**config.mk**
```make
export PLATFORM = sky130hd
export DESIGN_NAME = fifo_req_ctrl
export DESIGN_NICKNAME = d
export VERILOG_FILES = /design/src/rtl/fqr_pkg.sv /design/src/rtl/fqr_cfg_hold.sv /design/src/rtl/fqr_level_flag.sv /design/src/rtl/fqr_burst_req.sv /design/src/rtl/fifo_req_ctrl.sv
export SDC_FILE = /design/constraint.sdc
export NUM_CORES = 1
export LEC_CHECK = 0
export ABC_AREA = 1
export BUFFER_PORTS_ARGS = -buffer_cell sky130_fd_sc_hd__buf_2
export CAP_MARGIN = 25
export CELL_PAD_IN_SITES_DETAIL_PLACEMENT = 0
export CELL_PAD_IN_SITES_GLOBAL_PLACEMENT = 2
export CORE_UTILIZATION = 34
export DETAILED_ROUTE_END_ITERATION = 12
export PLACE_DENSITY_LB_ADDON = 0.08
export SLEW_MARGIN = 20
export SYNTH_ARGS = -nofsm -noshare
export SYNTH_HDL_FRONTEND = slang
export SYNTH_SLANG_ARGS = --single-unit
```
**constraint.sdc**
```tcl
create_clock -name clk -period 5.1 [get_ports clk]
set_clock_uncertainty 0.2 [all_clocks]
set_input_delay 0.765 -clock clk [delete_from_list [all_inputs] [get_ports clk]]
set_output_delay 0.765 -clock clk [all_outputs]
set_load 0.02 [all_outputs]
```
**src/rtl/fqr_pkg.sv**
```systemverilog
package fqr_pkg;

  // Force a trigger or space setting into the legal range 1..depth.
  function automatic int clamp_trig(input int raw, input int depth);
    if (raw == 0) return 1;
    if (raw > depth) return depth;
    return raw;
  endfunction

  // Transmit DMA threshold: derived from the space, or explicit with a clamp.
  function automatic int tx_dma_threshold(input bit explicit_on, input int thr,
                                          input int space, input int depth);
    if (!explicit_on) return depth - space;
    if (thr + space > depth) return depth;
    return thr;
  endfunction

endpackage

```
**src/rtl/fqr_cfg_hold.sv**
```systemverilog
module fqr_cfg_hold #(
  parameter int DEPTH = 64,
  parameter int LW    = 7
) (
  input  logic          clk,
  input  logic          rst_n,
  input  logic          load,
  input  logic [LW-1:0] rx_trig_raw,
  input  logic [LW-1:0] space_raw,
  input  logic          explicit_raw,
  input  logic [LW-1:0] thr_raw,
  output logic [LW-1:0] rx_trig_q,
  output logic [LW-1:0] space_q,
  output logic          explicit_q,
  output logic [LW-1:0] thr_q
);

  logic [LW-1:0] rx_trig_lim;
  logic [LW-1:0] space_lim;

  assign rx_trig_lim = LW'(fqr_pkg::clamp_trig(int'(rx_trig_raw), DEPTH));
  assign space_lim   = LW'(fqr_pkg::clamp_trig(int'(space_raw), DEPTH));

  always_ff @(posedge clk) begin
    if (!rst_n) begin
      rx_trig_q  <= LW'(1);
      space_q    <= LW'(1);
      explicit_q <= 1'b0;
      thr_q      <= '0;
    end else if (load) begin
      rx_trig_q  <= rx_trig_lim;
      space_q    <= space_lim;
      explicit_q <= explicit_raw;
      thr_q      <= thr_raw;
    end
  end

endmodule

```
**src/rtl/fqr_level_flag.sv**
```systemverilog
module fqr_level_flag #(
  parameter int LW    = 7,
  parameter bit ABOVE = 1'b1
) (
  input  logic          clk,
  input  logic          rst_n,
  input  logic [LW-1:0] level,
  input  logic [LW-1:0] thr,
  output logic          flag
);

  logic hit;

  generate
    if (ABOVE) begin : g_at_or_above
      assign hit = (level >= thr);
    end else begin : g_below
      assign hit = (level < thr);
    end
  endgenerate

  always_ff @(posedge clk) begin
    if (!rst_n) flag <= 1'b0;
    else        flag <= hit;
  end

endmodule

```
**src/rtl/fqr_burst_req.sv**
```systemverilog
module fqr_burst_req #(
  parameter int LW    = 7,
  parameter bit ABOVE = 1'b1
) (
  input  logic          clk,
  input  logic          rst_n,
  input  logic          run,
  input  logic          restart,
  input  logic [LW-1:0] level,
  input  logic [LW-1:0] thr,
  input  logic [LW-1:0] target,
  input  logic          strobe,
  output logic          req,
  output logic          burst_done
);

  logic          act_q, act_d, act_cur, cond;
  logic [LW-1:0] cnt_q, cnt_d, cnt_inc;

  generate
    if (ABOVE) begin : g_at_or_above
      assign cond = (level >= thr);
    end else begin : g_below
      assign cond = (level < thr);
    end
  endgenerate

  assign act_cur    = act_q && !restart;
  assign cnt_inc    = cnt_q + LW'(1);
  assign burst_done = act_cur && run && strobe && (cnt_inc >= target);

  always_comb begin
    act_d = act_q;
    cnt_d = cnt_q;
    if (!run) begin
      act_d = 1'b0;
      cnt_d = '0;
    end else if (!act_cur) begin
      act_d = cond;
      cnt_d = '0;
    end else if (strobe) begin
      if (cnt_inc >= target) begin
        act_d = 1'b0;
        cnt_d = '0;
      end else begin
        cnt_d = cnt_inc;
      end
    end
  end

  always_ff @(posedge clk) begin
    if (!rst_n) begin
      act_q <= 1'b0;
      cnt_q <= '0;
    end else begin
      act_q <= act_d;
      cnt_q <= cnt_d;
    end
  end

  assign req = act_q;

endmodule

```
**src/rtl/fifo_req_ctrl.sv**
```systemverilog
module fifo_req_ctrl #(
  parameter int DEPTH = 64,
  localparam int LW   = $clog2(DEPTH + 1)
) (
  input  logic          clk,
  input  logic          rst_n,
  input  logic          fifo_en,
  input  logic [1:0]    dma_mode,
  input  logic [LW-1:0] rx_trig_set,
  input  logic [LW-1:0] tx_space_set,
  input  logic          tx_thr_explicit,
  input  logic [LW-1:0] tx_thr_set,
  input  logic [LW-1:0] rx_level,
  input  logic [LW-1:0] tx_level,
  input  logic          rx_pop,
  input  logic          tx_push,
  output logic          rx_irq,
  output logic          tx_irq,
  output logic          rx_dma_req,
  output logic          tx_dma_req
);

  logic [LW-1:0] rx_trig_q, tx_space_q, tx_thr_q;
  logic          tx_explicit_q;
  logic          en_q;
  logic          mode_flip;
  logic          dma_run;
  logic [LW-1:0] tx_thr_calc;
  logic [LW-1:0] eff_rx_trig, eff_tx_space, eff_tx_thr;
  logic          rx_burst_done, tx_burst_done;

  // Settings are captured only while the FIFOs are disabled.
  fqr_cfg_hold #(.DEPTH(DEPTH), .LW(LW)) u_cfg (
    .clk          (clk),
    .rst_n        (rst_n),
    .load         (!fifo_en),
    .rx_trig_raw  (rx_trig_set),
    .space_raw    (tx_space_set),
    .explicit_raw (tx_thr_explicit),
    .thr_raw      (tx_thr_set),
    .rx_trig_q    (rx_trig_q),
    .space_q      (tx_space_q),
    .explicit_q   (tx_explicit_q),
    .thr_q        (tx_thr_q)
  );

  always_ff @(posedge clk) begin
    if (!rst_n) en_q <= 1'b0;
    else        en_q <= fifo_en;
  end

  assign mode_flip   = (fifo_en != en_q);
  assign dma_run     = (dma_mode != 2'd0);
  assign tx_thr_calc = LW'(fqr_pkg::tx_dma_threshold(tx_explicit_q, int'(tx_thr_q),
                                                     int'(tx_space_q), DEPTH));

  // Single-character mode collapses every setting to one.
  assign eff_rx_trig  = fifo_en ? rx_trig_q   : LW'(1);
  assign eff_tx_space = fifo_en ? tx_space_q  : LW'(1);
  assign eff_tx_thr   = fifo_en ? tx_thr_calc : LW'(1);

  fqr_level_flag #(.LW(LW), .ABOVE(1'b1)) u_rx_irq (
    .clk   (clk),
    .rst_n (rst_n),
    .level (rx_level),
    .thr   (eff_rx_trig),
    .flag  (rx_irq)
  );

  fqr_level_flag #(.LW(LW), .ABOVE(1'b0)) u_tx_irq (
    .clk   (clk),
    .rst_n (rst_n),
    .level (tx_level),
    .thr   (eff_tx_space),
    .flag  (tx_irq)
  );

  fqr_burst_req #(.LW(LW), .ABOVE(1'b1)) u_rx_dma (
    .clk        (clk),
    .rst_n      (rst_n),
    .run        (dma_run),
    .restart    (mode_flip),
    .level      (rx_level),
    .thr        (eff_rx_trig),
    .target     (eff_rx_trig),
    .strobe     (rx_pop),
    .req        (rx_dma_req),
    .burst_done (rx_burst_done)
  );

  fqr_burst_req #(.LW(LW), .ABOVE(1'b0)) u_tx_dma (
    .clk        (clk),
    .rst_n      (rst_n),
    .run        (dma_run),
    .restart    (mode_flip),
    .level      (tx_level),
    .thr        (eff_tx_thr),
    .target     (eff_tx_space),
    .strobe     (tx_push),
    .req        (tx_dma_req),
    .burst_done (tx_burst_done)
  );

endmodule

```
== Word-level counts from Yosys, hierarchy flattened ==
Cells that the tools add are included.
Widths: inputs -> output; s select.

* Eq/ne operators: 5
* Muxes and demuxes: 31
* $add $sub $neg: 4
* $lt $le $gt $ge: 8
* Reduce and logical (&&, ||, !) cells: 11

{| class="wikitable"
|+ Operators by type and width
! kind !! number
|-
| $mux 7 || 15
|-
| $ge 7x7->1 || 3
|-
| $mux 1 || 16
|-
| $add 7x1->7 const B || 2
|-
| $gt 7x7->1 const B || 2
|-
| $logic_not 7->1 || 2
|-
| $lt 7x7->1 || 2
|-
| $add 7x7->8 || 1
|-
| $gt 8x7->1 const B || 1
|-
| $ne 2x2->1 const B || 4
|-
| $sub 7x7->7 const A || 1
|-
| $reduce_and 2->1 || 3
|-
| $reduce_and 3->1 || 2
|-
| $logic_and 1x1->1 || 2
|-
| $reduce_bool 2->1 || 1
|-
| $logic_not 1->1 || 1
|-
| $ne 1x1->1 || 1
|}

* Register bits: 41
* Output and inout port bits: 4
* Input bits: 43

== Logic depth before layout (Yosys ltp) ==
Gate-level depths: netlist (run 1).

* Word-level depth: 9
* Depth in mapped cells: 23
* Mapped depth without buffers: 23

== Hierarchy ==
Synthesis (run 1) repeated with hierarchy kept, for this count alone.

* Cell total of the unflattened synthesis: 600
* Area total of the unflattened synthesis: 3,842.4 µm²

{| class="wikitable"
|+ Modules (own cells, without submodules)
! module !! cells each !! times used !! area an instance (µm²) !! seq. area each (µm²)
|-
| fqr_cfg_hold || 121 || 1 || 975.9 || 440.4
|-
| fqr_burst_req (u_rx_dma) || 138 || 1 || 837.1 || 160.2
|-
| fqr_burst_req (u_tx_dma) || 128 || 1 || 817.0 || 160.2
|-
| fifo_req_ctrl || 142 || 1 || 770.7 || 20.0
|-
| fqr_level_flag (u_rx_irq) || 36 || 1 || 226.5 || 20.0
|-
| fqr_level_flag (u_tx_irq) || 35 || 1 || 215.2 || 20.0
|}

== Least setup slack after synthesis (run 1) ==
Ideal clock, no wire load.

* Path kind: reg2reg
* Start: reg u_cfg.space_q[0]
* End: reg u_tx_dma.act_q (netlist: u_tx_dma.req)
* Path slack: 2,218 ps
* Clock period less this slack: 2,882 ps
* Stages on the path, launching flop included: 20
* Path buffers: 0
* Data required time: 4,842 ps
* Data arrival time: 2,624 ps
* Cell sequence: dfxtp_1 > ha_1 > inv_1 > fa_1 > nand2_1 > nor2_1 > nand3_1 > nor2_2 > nand2_1 > nand2_2 > nand2_2 > inv_2 > nand2_1 > a22o_1 > ha_1 > nand2_1 > inv_1 > a2111oi_4 > nand2_1 > nand2_1

* Longest elaborated chain between the ends: 9
* Elaborated cells between the ends (all ways): 16
* Classes of those cells: add/sub: 2; order compare: 3; eq/ne: 1; mux: 9; reduce/logical: 1

{| class="wikitable"
|+ Ends and longest elaborated chain
! what !! RTL line !! source
|-
| from (decl) || fqr_cfg_hold.sv:13 || <nowiki>output logic [LW-1:0] space_q,</nowiki>
|-
| from (signal assigned) || fqr_cfg_hold.sv:32 || <nowiki>space_q <= space_lim;</nowiki>
|-
| $add 7x7->8 || fqr_pkg.sv:14 || <nowiki>if (thr + space > depth) return depth;</nowiki>
|-
| $gt 8x7->1 || fqr_pkg.sv:14 ||
|-
| $mux 1 (2 in series) || fqr_pkg.sv:14 ||
|-
| $mux 7 || fqr_pkg.sv:15 || <nowiki>return thr;</nowiki>
|-
| $mux 7 || fqr_pkg.sv:14 ||
|-
| $mux 7 || fifo_req_ctrl.sv:60 || <nowiki>assign eff_tx_thr = fifo_en ? tx_thr_calc : LW'(1);</nowiki>
|-
| $lt 7x7->1 || fqr_burst_req.sv:24 || <nowiki>assign cond = (level < thr);</nowiki>
|-
| $mux 1 || fqr_burst_req.sv:38 || <nowiki>end else if (!act_cur) begin</nowiki>
|-
| to (signal assigned) || fqr_burst_req.sv:56 || <nowiki>act_q <= act_d;</nowiki>
|-
| to (decl) || fqr_burst_req.sv:17 || <nowiki>logic act_q, act_d, act_cur, cond;</nowiki>
|}

Several ways; a longest one is shown, not always the timed one. The select of a mux whose other input is x is not followed.
A chain may end at the register's enable or synchronous reset.

== Worst setup path in the final report (run 1) ==
Ends and elaborated chain as after synthesis.

==> metrics.txt, run 1 <==
# TYPE chip_impl_metric gauge
chip_impl_info{name="result_of_the_run",value="completed"} 1
chip_impl_metric{name="crit_cells",unit=""} 19
chip_impl_metric{name="syn2layout_area_growth",unit="%"} 14.3
chip_impl_metric{name="timing.final.crit_period",unit="ns"} 3.22
chip_impl_metric{name="cp_data_arrival_time",unit="ns"} 3.27
chip_impl_metric{name="setup_viol_count_final",unit=""} 0
chip_impl_metric{name="worst_ep_required_time",unit="ns"} 5.15
chip_impl_info{name="critical_path.top_delay_family",value="adder cells"} 1
chip_impl_metric{name="hold_viol",unit=""} 0
chip_impl_metric{name="floorplan.die.height",unit="um"} 95.7
chip_impl_metric{name="firstDrtPassIters",unit=""} 4
chip_impl_metric{name="postCtsSetupRepairBufs",unit=""} 0
chip_impl_info{name="synth_top_area_cell",value="sky130_fd_sc_hd__dfxtp_1"} 1
chip_impl_metric{name="via_count_of_the_first_global_routing_pass",unit=""} 2706
chip_impl_info{name="worst_path_max_delay_cell",value="sky130_fd_sc_hd__fa_1"} 1
chip_impl_metric{name="postSynthAreaPerCell",unit="um2"} 7.07
chip_impl_metric{name="synth_warnings",unit=""} 0
chip_impl_info{name="synthMostInstantiatedCell",value="sky130_fd_sc_hd__nand2_1"} 1
chip_impl_metric{name="post_synthesis_instance_total",unit=""} 422
chip_impl_metric{name="io_buffers",unit=""} 46
chip_impl_metric{name="cts-hold-fix-buffers",unit=""} 0
chip_impl_metric{name="highest_fanout_seen_on_the_critical_path",unit=""} 6
chip_impl_metric{name="antenna_cells_inserted",unit=""} 0
chip_impl_info{name="tritoncts",value="done"} 1
chip_impl_metric{name="hpwl_after_detailed_placement",unit="um"} 6280
chip_impl_metric{name="slowest_delay",unit="ns"} 0.48
chip_impl_metric{name="netlist_area",unit="mm2"} 0.00299
chip_impl_metric{name="finalMaxSlewViolations",unit=""} 0
chip_impl_metric{name="synth-seq-area-share",unit="%"} 27.5
chip_impl_metric{name="maximum_capacitance_violations",unit=""} 0
chip_impl_info{name="rsz_0062_raised_after_global_routing",value="no"} 1
chip_impl_metric{name="finalWeightedCongestion",unit=""} 0.780
chip_impl_metric{name="grt_overflow",unit=""} 0
chip_impl_metric{name="post_synth_edffs",unit=""} 0
chip_impl_metric{name="p_per_area",unit="mW/mm2"} 217
chip_impl_metric{name="setup-tns-final",unit="ns"} 0
chip_impl_metric{name="global_route_wire_length_before_repair",unit="um"} 12900
chip_impl_metric{name="ys_seq_elements",unit=""} 41
chip_impl_metric{name="route.vias.total",unit=""} 2846
chip_impl_info{name="dominant_combinational_cell_family_by_area_after_synthesis",value="simple AND/OR/NAND/NOR gates"} 1
chip_impl_metric{name="cts-htree-levels",unit=""} 2
chip_impl_metric{name="synth_compound_area_share",unit="%"} 16.3
chip_impl_metric{name="post_detailed_route_count_of_antenna_violating_nets",unit=""} 0
chip_impl_metric{name="post_synth_top_area_share",unit="%"} 27.5
chip_impl_metric{name="drt_iter0_drc",unit=""} 123
chip_impl_info{name="path_cells",value="ha_1 > inv_1 > fa_1 > nand2_1 > nor2_1 > nand3_1 > nor2_2 > nand2_1 > nand2_2 > nand2_2 > o311ai_2 > ha_1 > nand2_1 > inv_1 > nand3_1 > nand2_1 > a2111oi_4 > nand2_1 > nand2_1"} 1
chip_impl_metric{name="floorplan.initialDensity",unit="%"} 35.8
chip_impl_metric{name="yosys-mux-area-fraction",unit="%"} 0
chip_impl_metric{name="post_synthesis_net_count",unit=""} 509
chip_impl_metric{name="cp.buffers_inverters",unit=""} 2
chip_impl_metric{name="routed_wire_length_per_instance",unit="um"} 13.4
chip_impl_metric{name="worst_ir_drop_vdd",unit="mV"} 0.0868
chip_impl_metric{name="asyncSetResetFlopFracSynth",unit="%"} 0
chip_impl_metric{name="timing.hold.ws",unit="ns"} 0.287
chip_impl_metric{name="yosys.cell_types.count",unit=""} 34
chip_impl_metric{name="dieArea",unit="mm2"} 0.00916
chip_impl_metric{name="global_route_usage_over_all_layers",unit="%"} 18.3
chip_impl_metric{name="post_synth_and_or_nand_nor_area_fraction",unit="%"} 26.9
chip_impl_metric{name="row_count",unit=""} 33
chip_impl_metric{name="insertion_delay",unit="ns"} 0.31
chip_impl_metric{name="post_drt_via_cell_ratio",unit=""} 4.96
chip_impl_info{name="crit_path_start_kind",value="flip-flop"} 1
chip_impl_metric{name="drcViolationCount",unit=""} 0
chip_impl_info{name="dominant_cells_by_area_after_synthesis",value="sky130_fd_sc_hd__dfxtp_1 27%, sky130_fd_sc_hd__ha_1 18%, sky130_fd_sc_hd__nand2_1 13%"} 1
chip_impl_metric{name="finalCritPeriodShare",unit="%"} 63.1
chip_impl_metric{name="reg2regPathDepth",unit=""} 19
chip_impl_metric{name="clock_sink_count",unit=""} 41
chip_impl_metric{name="grt_start_max_net_pins",unit=""} 33
chip_impl_info{name="critical_path.most_common_cell",value="sky130_fd_sc_hd__nand2_1"} 1
chip_impl_metric{name="routed_wl",unit="um"} 7670
chip_impl_metric{name="clk_pin_slew",unit="ns"} 0.10
chip_impl_metric{name="max_freq",unit="MHz"} 311
chip_impl_metric{name="top_level_ports",unit=""} 47
chip_impl_metric{name="fillers",unit=""} 912
chip_impl_metric{name="ctsResizeCount",unit=""} 0
chip_impl_metric{name="antenna_violations_before_repair",unit=""} 0
chip_impl_metric{name="synth_xor_xnor_area_share",unit="%"} 3.81
chip_impl_info{name="cts_root_buffer",value="sky130_fd_sc_hd__clkbuf_8"} 1
chip_impl_metric{name="synth_adder_area_share",unit="%"} 18.7
chip_impl_metric{name="timing_worst_slew_pin_value",unit="ns"} 0.780
chip_impl_info{name="synthTopCellsByCount",value="104 x sky130_fd_sc_hd__nand2_1, 43 x sky130_fd_sc_hd__a21oi_1, 43 x sky130_fd_sc_hd__ha_1"} 1
chip_impl_info{name="dominantRegCellSynth",value="sky130_fd_sc_hd__dfxtp_1"} 1
chip_impl_info{name="worst-setup-path-type",value="reg2reg"} 1
chip_impl_metric{name="fp.coreArea",unit="mm2"} 0.00834
chip_impl_metric{name="number_of_buffers_created_by_cts",unit=""} 5
chip_impl_metric{name="total_number_of_nets_in_the_final_design",unit=""} 555
chip_impl_info{name="critical_path_end_type",value="flip-flop"} 1
chip_impl_metric{name="drive_gt1_share",unit="%"} 14.5
chip_impl_metric{name="max_slew_margin",unit="%"} 47.4
chip_impl_metric{name="timing.hold.worst_path_depth",unit=""} 2
chip_impl_metric{name="die_x",unit="um"} 95.7
chip_impl_metric{name="max-clock-path-buffers",unit=""} 2
chip_impl_metric{name="p_leak",unit="nW"} 1.63
chip_impl_info{name="hold_removal_path_class",value="reg2reg"} 1
==> worst reg2reg max path, cell delays in order, from the launching register on <==
cell,delay (ns)
sky130_fd_sc_hd__dfxtp_1,0.38
sky130_fd_sc_hd__ha_1,0.20
sky130_fd_sc_hd__inv_1,0.06
sky130_fd_sc_hd__fa_1,0.48
sky130_fd_sc_hd__nand2_1,0.05
sky130_fd_sc_hd__nor2_1,0.11
sky130_fd_sc_hd__nand3_1,0.13
sky130_fd_sc_hd__nor2_2,0.09
sky130_fd_sc_hd__nand2_1,0.06
sky130_fd_sc_hd__nand2_2,0.08
sky130_fd_sc_hd__nand2_2,0.10
sky130_fd_sc_hd__o311ai_2,0.28
sky130_fd_sc_hd__ha_1,0.30
sky130_fd_sc_hd__nand2_1,0.08
sky130_fd_sc_hd__inv_1,0.07
sky130_fd_sc_hd__nand3_1,0.08
sky130_fd_sc_hd__nand2_1,0.08
sky130_fd_sc_hd__a2111oi_4,0.18
sky130_fd_sc_hd__nand2_1,0.08
sky130_fd_sc_hd__nand2_1,0.06
==> through the flow <==
step / std cells / util (%) / instance area [um2] / power, mW / worst slack [ns]
after floorplan: 422 / - / 2990 / 0.460 / 2.22
after global placement: 566 / 39.8 / 3320 / 0.515 / 1.74
after detailed placement: 566 / 39.8 / 3320 / 0.516 / 1.71
after CTS: 574 / 40.9 / 3410 / 0.747 / 1.86
after global routing: 574 / 40.9 / 3410 / 0.785 / 1.62
final: 574 / 40.9 / 3410 / 0.739 / 1.88
==> layout by cell type (no fill, tap or decap), types with 2 or more instances in the layout <==
cell type	count
sky130_fd_sc_hd__nand2_1	104
sky130_fd_sc_hd__buf_2	46
sky130_fd_sc_hd__a21oi_1	43
sky130_fd_sc_hd__ha_1	43
sky130_fd_sc_hd__inv_1	42
sky130_fd_sc_hd__dfxtp_1	41
sky130_fd_sc_hd__nor2_1	39
sky130_fd_sc_hd__nand3_1	19
sky130_fd_sc_hd__o21ai_0	17
sky130_fd_sc_hd__xor2_1	8
sky130_fd_sc_hd__nand4_1	7
sky130_fd_sc_hd__o21ai_1	6
sky130_fd_sc_hd__nand3b_1	5
sky130_fd_sc_hd__xnor2_1	5
sky130_fd_sc_hd__clkbuf_8	5
sky130_fd_sc_hd__nor3_1	4
sky130_fd_sc_hd__inv_2	4
sky130_fd_sc_hd__a31oi_1	3
sky130_fd_sc_hd__nor4_1	3
sky130_fd_sc_hd__a22oi_1	3
sky130_fd_sc_hd__nor2_2	2
sky130_fd_sc_hd__nand3_2	2
sky130_fd_sc_hd__nand2_2	2
sky130_fd_sc_hd__o211ai_1	2
sky130_fd_sc_hd__o2111ai_1	2
==> state kept, by name, summed over array words and instances, names as in the netlist <==
| signal | cells |
|---|---|
| u_rx_dma.cnt_q | 7 |
| u_tx_dma.cnt_q | 7 |
| u_cfg.space_q | 7 |
| u_tx_irq.flag | 1 |
| en_q | 1 |
| u_cfg.rx_trig_q | 7 |
| u_tx_dma.req | 1 |
| u_rx_dma.req | 1 |
| u_cfg.thr_q | 7 |
| u_cfg.explicit_q | 1 |
| u_rx_irq.flag | 1 |
==> where the power goes <==
group,switching (mW),internal [mW],leakage (nW)
registers,0.0106,0.333,0.336
logic,0.100,0.0636,1.25
clock network,0.133,0.0990,0.0447
total,0.244,0.495,1.63
==> layout make-up <==
cell class                      count  area (um2)  area share [%]
Tap cell                          105         131            3.85
Clock inverter                      3        25.0           0.733
Inverter                           46         173            5.06
Multi-Input combinational cell    328        1960            57.5
Timing Repair Buffer               46         230            6.75
Sequential cell                    41         821            24.1
Clock buffer                        5        68.8            2.02
==> layer usage <==
| metal | track usage [%] | share of wire [%] |
|---|---|---|
| met4 | 3.73 | 0.86 |
| met2 | 28.1 | 42 |
| met1 | 26.2 | 53 |
| met5 | 0 | 0 |
| met3 | 3.95 | 4.1 |
==> path summary, 6_finish.rpt <==
| check | start | end | slack (ns) |
|---|---|---|---|
| max reg2reg | u_cfg.space_q[0]$_SDFFE_PN1N_ | u_tx_dma.req$_SDFFE_PN0P_ | 1.88 |
| min reg2reg | u_rx_dma.cnt_q[6]$_SDFFE_PN0P_ | u_rx_dma.cnt_q[6]$_SDFFE_PN0P_ | 0.29 |
| min | u_rx_dma.cnt_q[6]$_SDFFE_PN0P_ | u_rx_dma.cnt_q[6]$_SDFFE_PN0P_ | 0.29 |
| max | u_cfg.space_q[0]$_SDFFE_PN1N_ | u_tx_dma.req$_SDFFE_PN0P_ | 1.88 |
==> logic make-up (layout without fill, tap and decap cells) <==
| kind of cell | count (synthesis) | after routing |
|---|---|---|
| fa+ha+maj | 44 | 44 |
| flops | 41 | 41 |
| compound gates | 83 | 83 |
| simple gates | 188 | 188 |
| buf+inv | 53 | 100 |
| xor+xnor | 13 | 13 |
Note: power is estimated with default switching activity, not from simulation.
==> inputs of run 2 (changes only) <==
- CORE_UTILIZATION: 34 -> 29
- clock period: 5.1 -> 2.7 ns (I/O delays scaled with it)
==> metrics.txt, run 2 (synthesis gave the netlist of run 1 again) <==
# TYPE chip_impl_metric gauge
chip_impl_metric{name="maximum_capacitance_violations",unit=""} 0
chip_impl_metric{name="top_level_ports",unit=""} 47
chip_impl_metric{name="hpwl_after_detailed_placement",unit="um"} 7060
chip_impl_metric{name="post_detailed_route_count_of_antenna_violating_nets",unit=""} 0
chip_impl_metric{name="cts-hold-fix-buffers",unit=""} 0
chip_impl_metric{name="max_freq",unit="MHz"} 343
chip_impl_metric{name="met2_wirelength",unit="um"} 3620
chip_impl_metric{name="wl_met3",unit="um"} 379
chip_impl_metric{name="firstDrtPassIters",unit=""} 4
chip_impl_metric{name="insertion_delay",unit="ns"} 0.31
chip_impl_metric{name="worst_ir_drop_vdd",unit="mV"} 0.181
chip_impl_metric{name="hold_viol",unit=""} 0
chip_impl_metric{name="drcViolationCount",unit=""} 0
chip_impl_info{name="final_cell_mix",value="99 x sky130_fd_sc_hd__nand2_1, 46 x sky130_fd_sc_hd__buf_2, 42 x sky130_fd_sc_hd__a21oi_1"} 1
chip_impl_metric{name="grt_overflow",unit=""} 0
chip_impl_metric{name="worst_ep_required_time",unit="ns"} 2.76
chip_impl_metric{name="p_per_area",unit="mW/mm2"} 387
chip_impl_metric{name="dieArea",unit="mm2"} 0.0107
chip_impl_metric{name="setup-tns-final",unit="ns"} -0.219
chip_impl_info{name="hold_removal_path_class",value="in2reg"} 1
chip_impl_metric{name="via_count_of_the_first_global_routing_pass",unit=""} 2884
chip_impl_info{name="result_of_the_run",value="finished with violations"} 1
chip_impl_metric{name="total_power",unit="mW"} 1.48
chip_impl_metric{name="placed_cells",unit=""} 632
chip_impl_metric{name="cts-htree-levels",unit=""} 2
chip_impl_metric{name="post_drt_via_cell_ratio",unit=""} 4.62
chip_impl_metric{name="share_seq_of_total_power",unit="%"} 43.4
chip_impl_metric{name="drt_iter0_drc",unit=""} 81
chip_impl_metric{name="placed_area",unit="mm2"} 0.00367
chip_impl_metric{name="syn2layout_area_growth",unit="%"} 28.3
chip_impl_metric{name="finish.utilization",unit="%"} 38.8
chip_impl_metric{name="die_x",unit="um"} 103
chip_impl_metric{name="p_leak",unit="nW"} 1.84
chip_impl_metric{name="pwr-share-comb",unit="%"} 25.9
chip_impl_metric{name="switchingPower",unit="mW"} 0.497
chip_impl_metric{name="global_route_usage_over_all_layers",unit="%"} 17.2
chip_impl_metric{name="antenna_violations_before_repair",unit=""} 0
chip_impl_metric{name="timing.hold.worst_path_depth",unit=""} 2
chip_impl_metric{name="grt_start_max_net_pins",unit=""} 16
chip_impl_metric{name="fillers",unit=""} 1052
chip_impl_info{name="layout.cells.most_common",value="sky130_fd_sc_hd__nand2_1"} 1
chip_impl_metric{name="routed_wire_length_per_instance",unit="um"} 13.2
chip_impl_metric{name="highest_fanout_seen_on_the_critical_path",unit=""} 4
chip_impl_metric{name="switching_part_of_the_total_power",unit="%"} 33.5
chip_impl_metric{name="route.vias.total",unit=""} 2962
chip_impl_metric{name="timing_worst_slew_pin_value",unit="ns"} 0.702
chip_impl_metric{name="floorplan.initialDensity",unit="%"} 30.3
chip_impl_metric{name="io_buffers",unit=""} 46
chip_impl_metric{name="setup_ws",unit="ns"} -0.219
chip_impl_metric{name="row_count",unit=""} 36
chip_impl_metric{name="max-clock-path-buffers",unit=""} 2
chip_impl_metric{name="finalCritPeriodShare",unit="%"} 108
chip_impl_metric{name="reg2regPathDepth",unit=""} 16
chip_impl_metric{name="drive_gt1_share",unit="%"} 25.8
chip_impl_info{name="worst-setup-path-type",value="reg2reg"} 1
chip_impl_metric{name="clock_sink_count",unit=""} 41
chip_impl_info{name="top_signal_layer_used",value="met4"} 1
chip_impl_metric{name="number_of_buffers_created_by_cts",unit=""} 5
chip_impl_metric{name="total_number_of_nets_in_the_final_design",unit=""} 594
chip_impl_metric{name="routed_wl",unit="um"} 8480
chip_impl_metric{name="cp_data_arrival_time",unit="ns"} 2.97
chip_impl_metric{name="setup_viol_count_final",unit=""} 1
chip_impl_info{name="rsz_0062_raised_after_global_routing",value="yes"} 1
chip_impl_metric{name="floorplan.die.height",unit="um"} 103
chip_impl_info{name="violations",value="setup timing"} 1
chip_impl_metric{name="finalWeightedCongestion",unit=""} 0.781
chip_impl_metric{name="global_route_wire_length_before_repair",unit="um"} 14000
chip_impl_info{name="critical_path_end_type",value="flip-flop"} 1
chip_impl_metric{name="finished_layout_cells",unit=""} 641
chip_impl_metric{name="clockPowerShare",unit="%"} 30.7
chip_impl_metric{name="finalMaxSlewViolations",unit=""} 0
chip_impl_metric{name="antenna_cells_inserted",unit=""} 0
chip_impl_metric{name="routedLengthMet1",unit="um"} 4450
chip_impl_metric{name="finished_cell_area",unit="mm2"} 0.00383
chip_impl_metric{name="timing.final.crit_period",unit="ns"} 2.92
chip_impl_metric{name="max_slew_margin",unit="%"} 52.7
chip_impl_metric{name="fp.coreArea",unit="mm2"} 0.00986
chip_impl_info{name="cts_root_buffer",value="sky130_fd_sc_hd__clkbuf_8"} 1
chip_impl_info{name="crit_path_start_kind",value="flip-flop"} 1
chip_impl_metric{name="p_int",unit="mW"} 0.986
chip_impl_info{name="tritoncts",value="done"} 1
chip_impl_metric{name="clk_pin_slew",unit="ns"} 0.10
-- run 2: final timing paths --
check / start / to / slack (ns)
setup reg to reg: u_cfg.space_q[0]$_SDFFE_PN1N_ / u_tx_dma.req$_SDFFE_PN0P_ / -0.22
hold / removal: rx_pop / u_rx_dma.req$_SDFFE_PN0P_ / 0.09
hold reg to reg: u_tx_dma.cnt_q[1]$_SDFFE_PN0P_ / u_tx_dma.cnt_q[1]$_SDFFE_PN0P_ / 0.28
setup / recovery: u_cfg.space_q[0]$_SDFFE_PN1N_ / u_tx_dma.req$_SDFFE_PN0P_ / -0.22
-- run 2: layer usage --
| layer | track usage (%) | vias to the layer above |
|---|---|---|
| met1 | 25.1 | 1314 |
| met3 | 3.36 | 2 |
| met2 | 26.0 | 53 |
| met5 | 0 | - |
| met4 | 3.25 | 0 |
| li1 | - | 1593 |
-- run 2: final cells by class --
type	instances	area (um2)	area share, %
inverters	46	173	4.51
repair buffers	85	523	13.7
well taps	133	166	4.34
clock inverters	3	25.0	0.653
flip-flops and latches	41	827	21.6
multi-input cells	328	2050	53.5
clock buffers	5	68.8	1.80
-- run 2: stage by stage --
step | hold WS, ns | setup slack (ns)
after floorplan | 0.258 | -0.123
after global placement | 0.268 | -0.197
after detailed placement | 0.274 | -0.235
after CTS | 0.0872 | -0.241
after global routing | 0.0909 | -0.448
final | 0.0934 | -0.219
-- run 2: worst max-delay path, stage by stage (launching register included) --
cell and delay (ns):
sky130_fd_sc_hd__dfxtp_2 0.37, sky130_fd_sc_hd__ha_4 0.14, sky130_fd_sc_hd__inv_2 0.03, sky130_fd_sc_hd__fa_2 0.52
sky130_fd_sc_hd__nand2_2 0.05, sky130_fd_sc_hd__nor2_2 0.08, sky130_fd_sc_hd__nand3_1 0.09, sky130_fd_sc_hd__nor2_2 0.08
sky130_fd_sc_hd__nand2_1 0.06, sky130_fd_sc_hd__nand2_2 0.09, sky130_fd_sc_hd__nand2_4 0.07, sky130_fd_sc_hd__o311ai_2 0.22
sky130_fd_sc_hd__ha_1 0.29, sky130_fd_sc_hd__a21o_1 0.19, sky130_fd_sc_hd__a2111oi_4 0.26, sky130_fd_sc_hd__nand2_1 0.08
sky130_fd_sc_hd__nand2_1 0.06
-- run 2: power by group through the flow --
| stage | sequential, mW | clock, mW | combinational (mW) |
|---|---|---|---|
| CTS | 0.645 | 0.470 | 0.379 |
| global route | 0.648 | 0.496 | 0.437 |
| detailed placement | 0.659 | 0 | 0.373 |
| global placement | 0.659 | 0 | 0.374 |
| finish | 0.644 | 0.456 | 0.384 |
| floorplan | 0.663 | 0 | 0.214 |
-- run 2: what timing repair did --
item | 4_1_cts | 5_1_grt
pin swaps | 11 | 5
gates resized for setup | 2 | 16
setup endpoints to repair | 1 | 13
buffers inserted | 0 | 1
